===== config.mk =====
export PLATFORM = sky130hd
export DESIGN_NAME = ctlsp_regdec
export DESIGN_NICKNAME = d
export VERILOG_FILES = /design/src/rtl/ctlsp_pkg.sv /design/src/rtl/ctlsp_decode.sv /design/src/rtl/ctlsp_regs.sv /design/src/rtl/ctlsp_regdec.sv
export SDC_FILE = /design/constraint.sdc
export NUM_CORES = 1
export LEC_CHECK = 0
export BUFFER_PORTS_ARGS = -buffer_cell sky130_fd_sc_hd__clkbuf_2
export CAP_MARGIN = 15
export CORE_ASPECT_RATIO = 1.2
export CORE_MARGIN = 10
export CORE_UTILIZATION = 39
export CTS_CLUSTER_SIZE = 25
export DETAILED_ROUTE_END_ITERATION = 10
export PLACE_DENSITY = 0.8
export RECOVER_POWER = 50
export SYNTH_ARGS = -nofsm -noshare
export SYNTH_HDL_FRONTEND = slang
export SYNTH_SLANG_ARGS = --single-unit

===== constraint.sdc =====
create_clock -name clk -period 2.55 [get_ports clk]
set_clock_uncertainty 0.2 [all_clocks]
set_input_delay 0.1275 -clock clk [delete_from_list [all_inputs] [get_ports clk]]
set_output_delay 0.1275 -clock clk [all_outputs]
set_load 0.02 [all_outputs]

===== src/rtl/ctlsp_pkg.sv =====
package ctlsp_pkg;

    typedef enum logic [2:0] {
        SEL_NONE,
        SEL_IDROM,
        SEL_DIAG,
        SEL_BERR,
        SEL_SYSEN,
        SEL_BOOT
    } csel_e;

    localparam logic [2:0] FC_CTRL     = 3'd3;
    localparam logic [2:0] FC_SUP_PROG = 3'd6;

    // system-enable bit positions (decoded by neighbouring logic)
    localparam int SE_PGEN   = 0;
    localparam int SE_SWI_LO = 1;
    localparam int SE_PCHK   = 4;
    localparam int SE_DVMA   = 5;
    localparam int SE_IEN    = 6;
    localparam int SE_NORMAL = 7;

    typedef struct packed {
        logic [7:0] diag;
        logic [7:0] berr;
        logic [7:0] sysen;
    } cregs_t;

endpackage


===== src/rtl/ctlsp_decode.sv =====
module ctlsp_decode
    import ctlsp_pkg::*;
#(
    parameter int ADDR_HI = 23
) (
    input  logic               clk,
    input  logic               rst_n,
    input  logic [2:0]         fc,
    input  logic [ADDR_HI:1]   addr,
    input  logic               rd,
    input  logic               wr,
    input  logic               boot_state,
    output csel_e              sel,
    output logic               fwd_rd,
    output logic               fwd_wr
);

    logic reg_layer;

    always_comb begin
        reg_layer = (fc == FC_CTRL) && addr[3];
        sel       = SEL_NONE;
        if (reg_layer) begin
            unique case (addr[2:1])
                2'd0: sel = SEL_IDROM;
                2'd1: sel = SEL_DIAG;
                2'd2: sel = SEL_BERR;
                default: sel = SEL_SYSEN;
            endcase
        end else if (fc == FC_SUP_PROG && boot_state && rd) begin
            sel = SEL_BOOT;
        end
        fwd_rd = rd && (sel == SEL_NONE);
        fwd_wr = wr && !reg_layer;
    end

    // a control-space register-layer access is never forwarded
    p_layer_claimed_r9: assert property (@(posedge clk) disable iff (!rst_n)
        (fc == FC_CTRL && addr[3]) |-> (!fwd_rd && !fwd_wr));

endmodule


===== src/rtl/ctlsp_regs.sv =====
module ctlsp_regs
    import ctlsp_pkg::*;
#(
    parameter int REG_W = 8
) (
    input  logic             clk,
    input  logic             rst_n,
    input  csel_e            sel,
    input  logic             wr,
    input  logic             be_lo,
    input  logic [REG_W-1:0] wbyte,
    input  logic             berr_cap,
    input  logic [REG_W-1:0] berr_info,
    output logic [REG_W-1:0] diag_q,
    output logic [REG_W-1:0] berr_q,
    output logic [REG_W-1:0] sysen_q
);

    cregs_t st_d, st_q;

    always_comb begin
        st_d = st_q;
        if (berr_cap) begin
            st_d.berr = berr_info;
        end
        if (wr && be_lo) begin
            unique case (sel)
                SEL_DIAG:  st_d.diag  = wbyte;
                SEL_SYSEN: st_d.sysen = wbyte;
                default: ;
            endcase
        end
    end

    always_ff @(posedge clk) begin
        if (!rst_n) begin
            st_q <= '0;
        end else begin
            st_q <= st_d;
        end
    end

    assign diag_q  = st_q.diag;
    assign berr_q  = st_q.berr;
    assign sysen_q = st_q.sysen;

    // without a capture strobe the bus-error register holds
    p_berr_hold_r4: assert property (@(posedge clk) disable iff (!rst_n)
        !berr_cap |=> $stable(berr_q));

    // low-byte write lands in system-enable
    p_sysen_write_r5: assert property (@(posedge clk) disable iff (!rst_n)
        (wr && be_lo && sel == SEL_SYSEN) |=> (sysen_q == $past(wbyte)));

    // write without the low byte enable changes nothing
    p_sysen_hold_r5: assert property (@(posedge clk) disable iff (!rst_n)
        !(wr && be_lo && sel == SEL_SYSEN) |=> $stable(sysen_q));

    // diagnostic register only moves on its own enabled write
    p_diag_hold_r3: assert property (@(posedge clk) disable iff (!rst_n)
        !(wr && be_lo && sel == SEL_DIAG) |=> $stable(diag_q));

endmodule


===== src/rtl/ctlsp_regdec.sv =====
module ctlsp_regdec
    import ctlsp_pkg::*;
#(
    parameter int ADDR_HI = 23,
    parameter int DW      = 16,
    parameter int ROM_AW  = 14,
    parameter int ID_AW   = 5,
    parameter int REG_W   = 8
) (
    input  logic               clk,
    input  logic               rst_n,
    input  logic [2:0]         fc,
    input  logic [ADDR_HI:1]   addr,
    input  logic               rd,
    input  logic               wr,
    input  logic [1:0]         be,
    input  logic [DW-1:0]      wdata,
    output logic [DW-1:0]      rdata,
    output logic               fwd_rd,
    output logic               fwd_wr,
    output logic [ROM_AW-1:0]  rom_addr,
    input  logic [DW-1:0]      rom_data,
    output logic [ID_AW-1:0]   idrom_addr,
    input  logic [REG_W-1:0]   idrom_data,
    input  logic               berr_cap,
    input  logic [REG_W-1:0]   berr_info,
    output logic [REG_W-1:0]   led_on,
    output logic               par_gen_en,
    output logic               par_chk_en,
    output logic               dvma_en,
    output logic               irq_en,
    output logic [2:0]         swirq,
    output logic               normal_mode
);

    localparam int ID_LSB = 11;
    localparam int PAD_W  = DW - REG_W;

    csel_e            sel;
    logic [REG_W-1:0] diag_q, berr_q, sysen_q;
    logic             unused_bits;

    assign unused_bits = ^{wdata[DW-1:REG_W], be[1], addr[ADDR_HI:ID_LSB+ID_AW]};

    ctlsp_decode #(.ADDR_HI(ADDR_HI)) u_dec (
        .clk        (clk),
        .rst_n      (rst_n),
        .fc         (fc),
        .addr       (addr),
        .rd         (rd),
        .wr         (wr),
        .boot_state (!sysen_q[SE_NORMAL]),
        .sel        (sel),
        .fwd_rd     (fwd_rd),
        .fwd_wr     (fwd_wr)
    );

    ctlsp_regs #(.REG_W(REG_W)) u_regs (
        .clk       (clk),
        .rst_n     (rst_n),
        .sel       (sel),
        .wr        (wr),
        .be_lo     (be[0]),
        .wbyte     (wdata[REG_W-1:0]),
        .berr_cap  (berr_cap),
        .berr_info (berr_info),
        .diag_q    (diag_q),
        .berr_q    (berr_q),
        .sysen_q   (sysen_q)
    );

    assign rom_addr   = addr[ROM_AW:1];
    assign idrom_addr = addr[ID_LSB+ID_AW-1:ID_LSB];

    always_comb begin
        unique case (sel)
            SEL_IDROM: rdata = {idrom_data, {PAD_W{1'b0}}};
            SEL_DIAG:  rdata = {{PAD_W{1'b0}}, diag_q};
            SEL_BERR:  rdata = {{PAD_W{1'b0}}, berr_q};
            SEL_SYSEN: rdata = {{PAD_W{1'b0}}, sysen_q};
            SEL_BOOT:  rdata = rom_data;
            default:   rdata = '0;
        endcase
    end

    assign led_on      = ~diag_q;
    assign par_gen_en  = sysen_q[SE_PGEN];
    assign par_chk_en  = sysen_q[SE_PCHK];
    assign dvma_en     = sysen_q[SE_DVMA];
    assign irq_en      = sysen_q[SE_IEN];
    assign normal_mode = sysen_q[SE_NORMAL];

    for (genvar k = 0; k < 3; k++) begin : g_swi
        assign swirq[k] = sysen_q[SE_SWI_LO+k] && sysen_q[SE_IEN];
    end

    // no software request without the global enable
    p_swirq_gated_r6: assert property (@(posedge clk) disable iff (!rst_n)
        (|swirq) |-> irq_en);

    // in boot state a supervisor program read is served from EPROM
    p_boot_fetch_r7: assert property (@(posedge clk) disable iff (!rst_n)
        (rd && fc == FC_SUP_PROG && !normal_mode) |-> (!fwd_rd && rdata == rom_data));

    // the cycle after reset leaves the block in boot state with LEDs lit
    p_reset_state_r8: assert property (@(posedge clk)
        !rst_n |=> (!normal_mode && led_on == '1 && swirq == '0));

endmodule


==> key figures, run 1 <==
Global route
  • Initial antenna violation count: 0
  • Wire length of the first global-routing pass: 8.40 mm
  • Largest net degree at the start of global routing: 33
  • Gr usage total: 14.0%
  • GR Overflow Total: 0
  • Number of global-route vias before repair: 1760

Placement
  • RD Place Congestion: 0.925
  • Post-DP Area: 0.00199 mm^2
  • Dpl hpwl: 4.29 mm
  • Buffers added on ports: 88
  • Placed Cells incl. Taps: 316

Die
  • I/O pin total: 134
  • Die height: 91.7 um
  • Initial core utilization: 39.8%
  • Chip Width: 79.7 um
  • DIE AREA: 0.00731 mm^2
  • FP Rows: 26
  • Placeable Area: 0.00420 mm^2

Timing
  • Final hold violations: 0
  • Worst-margin pin slew: 0.572 ns
  • TNS Setup: 0 ns
  • Crit share post-route: 85.9%
  • Fmax: 456 MHz
  • Final Max Tran Viols: 0
  • RSZ-0062 raised after global routing: false
  • Finish-stage setup viols: 0
  • Relative slew slack: 61.6%
  • Final Critical Period: 2.19 ns

Critical path
  • R2r setup slk: 1.62 ns
  • Stages on worst setup path: 7
  • R2R Path End: u_regs.sysen_q[6]
  • Slowest CP cell: nor4b_1
  • Setup crit end kind: primary output
  • FF-to-FF path depth: 2
  • Req. time, crit path: 2.22 ns
  • WP buf/inv: 3
  • Crit-path max cell delay: 0.43 ns
  • WS Path Type: input port to primary output
  • CP delay by family, top: simple AND/OR/NAND/NOR gates
  • RR Startpoint: u_regs.sysen_q[6]
  • Critical Path AT: 1.86 ns
  • Worst path cell trace: clkbuf_2, inv_1, ha_1, nor4b_1, and2_1, a221o_1, clkbuf_2
  • Worst Setup Start Kind: input port
  • Maximum fanout along the worst path: 18
  • CP dominant cell by count: clkbuf_2

Detailed routing
  • Pre-antenna DRT Iters: 6
  • Avg Vias per Cell: 5.04
  • Final ANT Viol Nets: 0
  • Iter 0 DRT Violations: 42
  • Avg WL per Cell: 15.8 um
  • Via Count: 1694
  • Remaining DRCs: 0
  • WL final: 5.32 mm

Clock tree
  • H-tree Lvls: 1
  • Cts hold-fix bufs: 16
  • CTS buffer count: 3
  • CTS tree: built
  • Post-CTS resize count: 0
  • Clock sinks: 24
  • Worst-skew pair later-pin latency: 0.26 ns
  • Setup Fix Bufs, Post-CTS: 0
  • Deepest clock path buffer count: 2
  • Root Driver: clkbuf_8

Synth
  • YS warnings: 0
  • Sequential-to-total area share from yosys stat: 28.8%
  • Synthesized area: 0.00167 mm^2
  • Ys flop type: dfxtp_1
  • EDFF count, synth: 0
  • Post-Syn Instances: 202
  • Synthesized net count: 286
  • Cell variety after synth: 29
  • #FFs+latches synth: 24
  • Share of synthesized flip-flops with an asynchronous set or reset: 0%
  • Mapped Avg Cell Area: 8.26 um^2

Power
  • Worst VDD drop: 0.200 mV
  • Final Power: 0.811 mW
  • LEAKAGE: 1.07 nW
  • Power Density: 371 mW/mm^2

Cells and area
  • Final core utilization: 52.1%
  • Final instance area: 0.00218 mm^2
  • Synth-to-Final Area Change: 30.9%
  • N_diodes: 0
  • Nets@finish: 365
  • Share of cells above drive strength 1: 32.1%
  • Finished Layout Cells: 336

Hold path
  • Worst Hold Depth: 0
  • HP Class: input port to primary output
  • Worst hold endpoint: rom_addr[7]
  • HP Start: addr[8]

Outcome
  • Status: finished clean

Flow run
  • Maxcap violations: 0
==> report_power, final <==
group	internal, mW	switching (mW)
logic	0.0775	0.0876
registers	0.382	0.00457
clock network	0.138	0.121
total	0.598	0.213
==> Yosys cell counts, drive strengths merged, types with 3 or more instances <==
library cell  instances  area [um^2]
a211oi                8         60.1
a21oi                 8         40.0
a221o                 8         80.1
and2                  8         50.1
buf                  22          170
clkbuf               10         37.5
dfxtp                24          480
ha                    3         37.5
inv                  10         37.5
mux2i                24          240
nand2                32          120
nand4                 8         50.1
nor2b                 8         50.1
o21ai                10         50.0
or3b                  8         70.1
==> layer usage <==
layer	up-vias	track usage (%)	part of all wire, %
li1	842	-	-
met1	756	14.7	40
met2	78	23.9	47
met3	18	5.47	10
met4	0	6.29	3.5
met5	-	0	0
==> logic make-up after synthesis <==
kind of cell	Yosys count	synth area share [%]
adders and majority gates	3	2.25
and+or+nand+nor	75	26.1
AOI/OAI and AO/OA	34	13.8
DFF	24	28.8
muxes	24	14.4
buffers and inverters	42	14.7
==> state kept, by name, summed over array words and instances (netlist names) <==
| register | cells |
|---|---|
| u_regs.diag_q | 8 |
| u_regs.berr_q | 8 |
| u_regs.sysen_q | 8 |
==> how the worst max path moves through the flow <==
| stage | from | end | slack (ns) |
|---|---|---|---|
| 2_1_floorplan | addr[1] | u_regs.diag_q[0] | 0.69 |
| 3_3_place_gp | addr[1] | u_regs.diag_q[7] | 0.34 |
| 3_5_place_dp | addr[1] | u_regs.diag_q[5] | 0.28 |
| 4_1_cts | addr[1] | rdata[7] | 0.37 |
| 5_1_grt | addr[2] | rdata[7] | 0.18 |
| 6_report | addr[1] | rdata[7] | 0.36 |
==> layout make-up <==
class | count | area [um^2]
fill | 413 | 2010
multi-input combinational | 136 | 943
timing repair buffer | 106 | 598
sequential | 24 | 480
tap | 56 | 70.1
clock buffer | 4 | 55.1
inverter | 10 | 37.5
==> metrics by stage <==
step,hold slack (ns),worst slack [ns]
2_1_floorplan,0.0885,0.691
3_3_place_gp,0.0551,0.339
3_5_place_dp,0.0551,0.278
4_1_cts,0.0551,0.368
5_1_grt,0.0551,0.179
6_report,0.0550,0.359
==> cells in the final DEF (no fill, tap or decap), drive strengths merged <==
master,n
dlygate4sd3,16
and2,8
a211oi,8
a21oi,8
or3b,8
o21ai,10
or4b,1
nor2,1
or2,1
buf,2
nand4b,1
nand4,8
dfxtp,24
clkbuf,92
and4b,1
nor2b,8
nor4bb,1
nand2b,1
mux2i,24
nor4b,1
a221o,8
inv,10
and3b,1
nor3b,1
nand2,32
ha,3
nand3,1
(Power assumes the default switching activity.)
==> run 2, diff against run 1 <==
--- a/config.mk
+++ b/config.mk
@@ -5,14 +5,15 @@
 export SDC_FILE = /design/constraint.sdc
 export NUM_CORES = 1
 export LEC_CHECK = 0
-export BUFFER_PORTS_ARGS = -buffer_cell sky130_fd_sc_hd__clkbuf_2
 export CAP_MARGIN = 15
 export CORE_ASPECT_RATIO = 1.2
 export CORE_MARGIN = 10
-export CORE_UTILIZATION = 39
+export CORE_UTILIZATION = 61
 export CTS_CLUSTER_SIZE = 25
 export DETAILED_ROUTE_END_ITERATION = 10
-export PLACE_DENSITY = 0.8
+export DONT_BUFFER_PORTS = 1
+export GPL_TIMING_DRIVEN = 0
+export PLACE_DENSITY = 0.77
 export RECOVER_POWER = 50
 export SYNTH_ARGS = -nofsm -noshare
 export SYNTH_HDL_FRONTEND = slang
==> run 2 against run 1 <==
Fmax fell by 8.0%. Non-clock buffer count fell by 56. Cell area fell by 16%. Die area fell by 28%. Hold slack got worse by 0.027 ns. Largest cell class unchanged. Register-to-register slack got worse by 0.51 ns. Cell count fell by 24%. Global-route usage rose by 6.3 points. Sequential cell count did not move. Via count fell by 8.2%.
==> key figures, run 2 (synthesis results as in run 1) <==
Power
  • Switching share of power: 30.3% (+4.0 points)
  • Flop pwr share: 54.4% (+6.7 points)
  • Int Pwr: 0.496 mW (-17%)
  • LEAKAGE: 0.772 nW (-28%)
  • Clk network pwr share: 23.6% (-8.3 points)
  • Worst VDD drop: 0.324 mV (+62%)
  • Power Density: 386 mW/mm^2 (+4.0%)
  • Logic pwr share: 22.0% (+1.6 points)
  • Net load switching power: 0.216 mW (+1.1%)

Hold path
  • HP Class: input port to flip-flop
  • Worst Hold Depth: 3 (+3)
  • HP Start: rst_n
  • Worst hold endpoint: u_regs.diag_q[7]

Critical path
  • Req. time, crit path: 2.22 ns (about the same)
  • CP delay by family, top: simple AND/OR/NAND/NOR gates
  • Maximum fanout along the worst path: 8 (-10)
  • Crit-path max cell delay: 0.44 ns (about the same)
  • RR Startpoint: u_regs.sysen_q[2]
  • R2r setup slk: 1.11 ns (-0.51 ns)
  • Worst Setup Start Kind: flip-flop
  • Critical Path AT: 2.05 ns (+0.19 ns)
  • Setup crit end kind: primary output
  • FF-to-FF path depth: 3 (+1)
  • R2R Path End: u_regs.sysen_q[2]
  • Slowest CP cell: dfxtp_1
  • Worst path cell trace: nor4bb_1, and2_1, clkbuf_1, a221o_1
  • WP buf/inv: 1 (-2)
  • WS Path Type: flip-flop to primary output

Placement
  • Dpl hpwl: 4.31 mm (+0.50%)
  • Placed Cells incl. Taps: 235 (-26%)
  • RD Place Congestion: 0.884 (-4.5%)
  • Buffers added on ports: 0 (-100%)

Die
  • I/O pin total: 134 (unchanged)
  • FP Rows: 20 (-23%)
  • Die height: 77.3 um (-16%)
  • Placeable Area: 0.00258 mm^2 (-39%)
  • Chip Width: 67.8 um (-15%)
  • Initial core utilization: 64.8% (+25 points)
  • DIE AREA: 0.00524 mm^2 (-28%)

Timing
  • Final Max Tran Viols: 0 (unchanged)
  • Worst-margin pin slew: 0.557 ns (-0.0153 ns)
  • Finish-stage setup viols: 0 (unchanged)
  • Fmax: 420 MHz (-8.0%)
  • TNS Setup: 0 ns (unchanged)
  • Final hold violations: 0 (unchanged)
  • RSZ-0062 raised after global routing: false
  • Relative slew slack: 62.8% (+1.2 points)
  • Crit share post-route: 93.4% (+7.5 points)
  • Final Critical Period: 2.38 ns (+0.191 ns)

Flow run
  • Maxcap violations: 0 (unchanged)

Global route
  • Wire length of the first global-routing pass: 8.48 mm (+0.99%)
  • Largest net degree at the start of global routing: 13 (-61%)
  • Initial antenna violation count: 0 (unchanged)
  • Gr usage total: 20.3% (+6.3 points)
  • Number of global-route vias before repair: 1717 (-2.4%)
  • GR Overflow Total: 0 (unchanged)

Clock tree
  • Cts hold-fix bufs: 18 (+2)
  • CTS tree: built
  • CTS buffer count: 3 (unchanged)
  • Worst-path clk slew: 0.13 ns
  • Root Driver: clkbuf_4
  • Post-CTS resize count: 0 (unchanged)
  • Clock sinks: 24 (unchanged)
  • H-tree Lvls: 1 (unchanged)
  • Setup Fix Bufs, Post-CTS: 0 (unchanged)
  • Worst-skew pair later-pin latency: 0.31 ns (+0.05 ns)
  • Deepest clock path buffer count: 2 (unchanged)

Detailed routing
  • WL final: 5.58 mm (+4.9%)
  • Remaining DRCs: 0 (unchanged)
  • Avg WL per Cell: 21.8 um (+38%)
  • Pre-antenna DRT Iters: 4 (-2)
  • Via Count: 1555 (-8.2%)
  • Final ANT Viol Nets: 0 (unchanged)
  • Iter 0 DRT Violations: 78 (+86%)
  • Avg Vias per Cell: 6.07 (+20%)

Outcome
  • Status: finished clean

Cells and area
  • Commonest non-fill, non-tap cell in the layout: nand2_1
  • Synth-to-Final Area Change: 10.3%
  • # fillers: 227 (-45%)
  • Commonest cells after routing, fill and taps aside: nand2_1 (32), clkbuf_1 (29), mux2i_1 (24), dfxtp_1 (24), dlygate4sd3_1 (18)
  • Share of cells above drive strength 1: 7.17% (-25 points)
  • N_diodes: 0 (unchanged)
  • Finished Layout Cells: 256 (-24%)
  • Nets@finish: 309 (-15%)
  • Final core utilization: 71.5% (+19 points)
## run 2: layer usage
metal	wire, um	GRT usage, %	vias up
met5	0	0	-
met4	68	4.94	0
met3	593	6.69	9
met2	3050	39.2	88
met1	1870	19.2	721
li1	-	-	737
## run 2: metrics by stage
stage               cell area [um^2]  setup WS, ns  power (mW)  hold slack [ns]
CTS                             1910         0.197       0.723          0.00739
floorplan                       1670         0.691       0.518           0.0885
global route                    1840        0.0552       0.740           0.0361
finish                          1840         0.168       0.711           0.0283
global placement                1710         0.519       0.537           0.0950
detailed placement              1710         0.440       0.542            0.105
## run 2: worst max path at each step
stage               cells after the start         startpoint                to  slack (ns)
floorplan                               7            addr[1]  u_regs.diag_q[0]        0.69
global placement                        6            addr[1]          rdata[3]        0.52
detailed placement                      6            addr[1]          rdata[3]        0.44
CTS                                     4  u_regs.sysen_q[7]          rdata[3]        0.20
global route                            4  u_regs.sysen_q[7]          rdata[1]        0.06
finish                                  4  u_regs.sysen_q[7]          rdata[2]        0.17
## run 2: worst reg2reg max path, delay by kind of cell (launching register included)
family | cells | cell delay [ns]
muxes | 1 | 0.17
buffers and inverters | 1 | 0.57
DFF | 1 | 0.39
and+or+nand+nor | 1 | 0.07
## run 2: cell type report
class                   instances  area, um^2  area share, %
multi-input cells             136         943           51.2
flip-flops and latches         24         480           26.1
repair buffers                 18         180           9.78
plain buffers                  32         136           7.40
well taps                      33        41.3           2.24
inverters                      10        37.5           2.04
clock buffers                   3        22.5           1.22
## run 2: power groups by stage
stage | Combinational [mW] | Clock (mW) | Sequential (mW)
2_1_floorplan | 0.124 | 0 | 0.394
3_3_place_gp | 0.141 | 0 | 0.395
3_5_place_dp | 0.146 | 0 | 0.395
4_1_cts | 0.168 | 0.168 | 0.387
5_1_grt | 0.171 | 0.182 | 0.388
6_report | 0.157 | 0.167 | 0.387
